===== src/rtl/msg_pkg.sv =====
package msg_pkg;
   typedef enum logic {
      GATE_WAIT = 1'b0,
      GATE_BUSY = 1'b1
   } gate_st_e;
endpackage


===== src/rtl/msg_sync_chain.sv =====
module msg_sync_chain #(
   parameter int   STAGES  = 2,
   parameter logic RST_VAL = 1'b1
) (
   input  logic clk_i,
   input  logic rst_ni,
   input  logic d_i,
   output logic q_o
);
   if (STAGES < 2) begin : g_bad_stages
      $error("msg_sync_chain: STAGES must be at least 2");
   end

   logic [STAGES-1:0] ff_q;

   for (genvar i = 0; i < STAGES; i++) begin : g_stage
      if (i == 0) begin : g_first
         always_ff @(posedge clk_i or negedge rst_ni) begin
            if (!rst_ni) ff_q[i] <= RST_VAL;
            else         ff_q[i] <= d_i;
         end
      end else begin : g_next
         always_ff @(posedge clk_i or negedge rst_ni) begin
            if (!rst_ni) ff_q[i] <= RST_VAL;
            else         ff_q[i] <= ff_q[i-1];
         end
      end
   end

   assign q_o = ff_q[STAGES-1];
endmodule


===== src/rtl/msg_sync_detect.sv =====
module msg_sync_detect (
   input  logic clk_i,
   input  logic rst_ni,
   input  logic s_i,
   output logic fell_o,
   output logic low_o
);
   logic prev_q;

   always_ff @(posedge clk_i or negedge rst_ni) begin
      if (!rst_ni) prev_q <= 1'b1;
      else         prev_q <= s_i;
   end

   assign fell_o = prev_q & ~s_i;
   assign low_o  = ~s_i;
endmodule


===== src/rtl/msg_period_timer.sv =====
module msg_period_timer #(
   parameter int TMO_CYC = 5_000_000
) (
   input  logic clk_i,
   input  logic rst_ni,
   input  logic clear_i,
   input  logic run_i,
   output logic hit_o
);
   if (TMO_CYC < 2) begin : g_bad_tmo
      $error("msg_period_timer: TMO_CYC must be at least 2");
   end

   localparam int          CW   = $clog2(TMO_CYC);
   localparam logic [CW-1:0] LAST = CW'(TMO_CYC - 1);

   logic [CW-1:0] cnt_q;

   assign hit_o = run_i && (cnt_q == LAST);

   always_ff @(posedge clk_i or negedge rst_ni) begin
      if (!rst_ni)       cnt_q <= '0;
      else if (clear_i)  cnt_q <= '0;
      else if (hit_o)    cnt_q <= '0;
      else if (run_i)    cnt_q <= cnt_q + 1'b1;
   end


   no_overflow_chk: assert property (@(posedge clk_i) disable iff (!rst_ni)
      cnt_q <= LAST);
endmodule


===== src/rtl/mains_scan_gate.sv =====
module mains_scan_gate
   import msg_pkg::*;
#(
   parameter int CLK_HZ      = 50_000_000,
   parameter int SYNC_STAGES = 2
) (
   input  logic clk_i,
   input  logic rst_ni,
   input  logic sync_pin_i,
   input  logic sync_en_i,
   input  logic sleep_en_i,
   input  logic scan_done_i,
   input  logic err_clr_i,
   output logic scan_start_o,
   output logic sync_err_o
);
   localparam int TMO_CYC = CLK_HZ / 10;

   if (CLK_HZ < 20) begin : g_bad_clk
      $error("mains_scan_gate: CLK_HZ too small for the timeout window");
   end

   gate_st_e state_q;
   logic     pin_s, fell, low, tmo_hit, tmo_run;
   logic     trig, start_d, err_set, boot_q, start_q, err_q;

   msg_sync_chain #(.STAGES(SYNC_STAGES), .RST_VAL(1'b1)) u_sync (
      .clk_i (clk_i),
      .rst_ni(rst_ni),
      .d_i   (sync_pin_i),
      .q_o   (pin_s)
   );

   msg_sync_detect u_detect (
      .clk_i (clk_i),
      .rst_ni(rst_ni),
      .s_i   (pin_s),
      .fell_o(fell),
      .low_o (low)
   );

   assign tmo_run = (state_q == GATE_WAIT) && sync_en_i && !sleep_en_i;

   msg_period_timer #(.TMO_CYC(TMO_CYC)) u_timer (
      .clk_i  (clk_i),
      .rst_ni (rst_ni),
      .clear_i(state_q != GATE_WAIT),
      .run_i  (tmo_run),
      .hit_o  (tmo_hit)
   );

   always_comb begin
      if (!sync_en_i)      trig = 1'b1;
      else if (sleep_en_i) trig = low;
      else                 trig = fell | tmo_hit;
   end

   assign start_d = (state_q == GATE_WAIT) && trig;
   assign err_set = (boot_q && sync_en_i) || (start_d && tmo_hit);

   always_ff @(posedge clk_i or negedge rst_ni) begin
      if (!rst_ni) begin
         state_q <= GATE_WAIT;
         start_q <= 1'b0;
         err_q   <= 1'b0;
         boot_q  <= 1'b1;
      end else begin
         boot_q  <= 1'b0;
         start_q <= start_d;
         if (start_d)                                   state_q <= GATE_BUSY;
         else if (state_q == GATE_BUSY && scan_done_i)  state_q <= GATE_WAIT;
         if (err_set)        err_q <= 1'b1;
         else if (err_clr_i) err_q <= 1'b0;
      end
   end

   assign scan_start_o = start_q;
   assign sync_err_o   = err_q;


   start_pulse_chk: assert property (@(posedge clk_i) disable iff (!rst_ni)
      scan_start_o |=> !scan_start_o);

   no_start_busy_chk: assert property (@(posedge clk_i) disable iff (!rst_ni)
      (state_q == GATE_BUSY && !scan_done_i) |=> !scan_start_o);

   freerun_chk: assert property (@(posedge clk_i) disable iff (!rst_ni)
      (state_q == GATE_WAIT && !sync_en_i) |=> scan_start_o);

   level_high_chk: assert property (@(posedge clk_i) disable iff (!rst_ni)
      (sync_en_i && sleep_en_i && !low) |=> !scan_start_o);

   err_clr_chk: assert property (@(posedge clk_i) disable iff (!rst_ni)
      (err_clr_i && !err_set) |=> !sync_err_o);

   err_hold_chk: assert property (@(posedge clk_i) disable iff (!rst_ni)
      (sync_err_o && !err_clr_i) |=> sync_err_o);
endmodule


===== config.mk =====
export PLATFORM = sky130hd
export DESIGN_NAME = mains_scan_gate
export DESIGN_NICKNAME = d
export VERILOG_FILES = /design/src/rtl/msg_pkg.sv /design/src/rtl/msg_sync_chain.sv /design/src/rtl/msg_sync_detect.sv /design/src/rtl/msg_period_timer.sv /design/src/rtl/mains_scan_gate.sv
export SDC_FILE = /design/constraint.sdc
export NUM_CORES = 1
export LEC_CHECK = 0
export ABC_AREA = 0
export CORE_MARGIN = 2
export CORE_UTILIZATION = 48
export DETAILED_ROUTE_END_ITERATION = 10
export DONT_BUFFER_PORTS = 1
export PLACE_DENSITY = 0.75
export SLEW_MARGIN = 20
export SYNTH_ARGS = -nofsm -noshare
export SYNTH_HDL_FRONTEND = slang
export SYNTH_HIERARCHICAL = 1
export SYNTH_SLANG_ARGS = --single-unit
export TNS_END_PERCENT = 50

===== constraint.sdc =====
create_clock -name clk_i -period 2.4 [get_ports clk_i]
set_clock_uncertainty 0.2 [all_clocks]
set_input_delay 0.24 -clock clk_i [delete_from_list [all_inputs] [get_ports clk_i]]
set_output_delay 0.24 -clock clk_i [all_outputs]
set_load 0.02 [all_outputs]

==> flow_metrics.py <==
metrics = {
    "status": {
        "outcome": "finished, final reports clean",
    },
    "placed_design": {
        "finalWeightedCongestion": 0.7922,
        "io_buffers": 0,
        "place_area_mm2": 0.001622,
        "dpl.hpwl_um": 2223,
    },
    "detailed_routing": {
        "wl_per_cell_um": 14.50,
        "viasPerCell": 5.845,
        "routed_wl_um": 3175,
        "final_antenna_net_count": 0,
        "drc": 0,
        "num_vias": 1280,
        "firstDrtPassIters": 4,
        "drt_iter0_drc": 64,
    },
    "cts": {
        "ctsResizeCount": 0,
        "clk_pin_slew_worst_paths_ns": 0.09,
        "numClockSinks": 30,
        "insertion_delay_ns": 0.33,
        "cts_setup_buffers": 0,
        "clk_path_buf_depth": 2,
        "cts_buffers": 5,
        "htree_levels": 2,
        "cts_tree": "built",
        "clock-root-buffer": "clkbuf_4",
    },
    "floorplan": {
        "die_width_um": 61.33,
        "core_area_mm2": 0.003078,
        "ioPinCount": 9,
        "rows": 20,
        "initial_core_util": 0.5126,
        "die_h_um": 61.33,
        "die_area_mm2": 0.003761,
    },
    "global_routing": {
        "grt_max_degree": 31,
        "track_usage": 0.1919,
        "grt_pass1_vias": 1139,
        "globalRoute.busiestLayer": "met2",
        "grt_overflow_total": 0,
        "antenna_found_initial": 0,
        "use_met3": 0.05042,
        "use_met2": 0.3055,
        "grt_pass1_wl_um": 5133,
        "grt.met1_usage": 0.2520,
    },
    "min_path": {
        "hold_class": "input port to register",
    },
    "cells_and_area": {
        "layout_common_cells": "dfrtp_1, nor2_1, nand2_1",
        "diodes": 0,
        "fin_area_mm2": 0.001779,
        "drive_above_1_share": 0.1257,
        "final_net_count": 182,
        "final_common_cell": "dfrtp_1",
        "area.growth.synth_to_final_pct": 12.77,
    },
    "yosys": {
        "yosysSeqAreaShare": 0.4790,
        "synth.distinct_cells": 39,
        "synth_edf_count": 0,
        "syn-cell-area_mm2": 0.001578,
        "yosys_warnings": 6,
        "syn_nets": 171,
        "synth_ff_type": "dfrtp_1",
        "postSynthCellCount": 163,
        "syn_avg_cell_area_um2": 9.680,
        "ys_seq_elements": 30,
        "async_reset_ff_frac": 1.000,
    },
    "critical_path": {
        "crit_arrival_ns": 2.11,
        "critPathKind": "register to register",
        "startpoint_type": "register",
        "path_max_fanout": 9,
        "critPathCaptureType": "register",
        "crit_required_ns": 2.45,
    },
    "pwr": {
        "power.density_mw_per_mm2": 609.4,
        "p_total_mw": 1.084,
        "ir_drop_uv": 391.8,
        "p_leak_nw": 0.7014,
    },
    "timing": {
        "rsz0062_at_grt": "false",
        "finalCritPeriodShare": 0.8589,
        "fin_tns_setup_ns": 0,
        "drv_slew": 0,
        "finalSetupViolations": 0,
        "hold_viol_final": 0,
        "clock.fmax_mhz": 485.1,
        "layout_min_cycle_time_ns": 2.061,
    },
    "job": {
        "cap_violations": 0,
    },
}
## report_power, final
group          total [mW]  internal, mW  switching (mW)
Sequential          0.546         0.526          0.0193
Clock               0.385         0.215           0.170
Combinational       0.154        0.0565          0.0970
## final timing paths
path | endpoint | depth (start not counted) | from | slack [ns]
setup / recovery | u_timer/cnt_q[12]$_DFFE_PN0P_ | 6 | state_q$_DFFE_PN0P_ | 0.34
hold / removal | state_q$_DFFE_PN0P_ | 2 | sleep_en_i | 0.03
setup reg to reg | u_timer/cnt_q[12]$_DFFE_PN0P_ | 6 | state_q$_DFFE_PN0P_ | 0.34
hold reg to reg | u_sync/q_o$_DFF_PN1_ | 0 | u_sync/ff_q[0]$_DFF_PN1_ | 0.16
max in group asynchronous | boot_q$_DFF_PN1_ | 2 | rst_ni | 1.61
min in group asynchronous | u_timer/cnt_q[21]$_DFFE_PN0P_ | 2 | rst_ni | 0.14
## synth_stat cells (all sizes together), types with 3 or more instances
cell type  number  area, um2
and3            3      18.77
buf             5      30.02
and4            4      35.03
nor2           15      56.30
and2            4      25.02
o21ai           7      35.03
or3             6      37.54
a21oi          11      58.81
or4             5      41.29
nor2b           5      31.28
inv             4      15.01
nand3           6      30.03
dfstp           4      105.1
o31ai           6      45.04
nand2          11      41.29
dfrtp          26      650.6
nor3            3      15.01
xnor2           3      26.28
nand4          11      83.83
xor2            7      61.31
## registers in the layout, indices dropped and copies added (netlist names)
| name | flops |
|---|---|
| u_timer/cnt_q | 23 |
| scan_start_o | 1 |
| state_q | 1 |
| u_detect/prev_q | 1 |
| sync_err_o | 1 |
| u_sync/ff_q | 1 |
| u_sync/q_o | 1 |
| boot_q | 1 |
## per-layer routing
| layer | up-vias | part of all wire |
|---|---|---|
| met2 | 35 | 0.49 |
| met3 | 5 | 0.054 |
| met4 | 0 | 0.011 |
| li1 | 614 | - |
| met5 | - | 0 |
| met1 | 626 | 0.44 |
## through the flow
step / instances / util / setup WS (ns) / hold WS (ns)
finish: 219 / 0.5780 / 0.3386 / 0.03376
global route: 219 / 0.5780 / 0.2165 / 0.03967
CTS: 219 / 0.5780 / 0.3681 / 0.04122
detailed placement: 204 / 0.5268 / 0.3913 / -0.2546
global placement: 204 / 0.5268 / 0.4151 / -0.2544
floorplan: 163 / - / 0.4194 / -0.2556
## cells by family (layout without fill, tap and decap cells)
logic type	after synthesis	after routing	share of synthesized area
buffers and inverters	10	22	0.03092
and+or+nand+nor	81	81	0.3006
adders and majority gates	1	1	0.007929
xor gates and xnor gates	10	10	0.05552
AOI/OAI and AO/OA	30	30	0.1237
other	1	1	0.002377
DFF	30	30	0.4790
## final cells by class
cell class,instances,area [um2]
inverter,4,15.01
tap,44,55.05
fill,266,1299
multi-input combinational,123,773.2
timing repair buffer,10,102.6
clock buffer,5,37.54
clock inverter,3,40.04
sequential,30,755.7
## worst max-delay path, cell delays in order, from the launching register on
cell	delay [ns]
dfrtp_1	0.40
nor3b_1	0.26
buf_4	0.21
or2_2	0.18
nand4_1	0.21
or3_1	0.37
a21oi_1	0.15
## timing repair
action / 4_1_cts / 5_1_grt
hold buffers: 7 / 0
endpoints found under the hold margin: 34 / 0
setup endpoints to repair: 0 / 0
(Power assumes the default switching activity.)
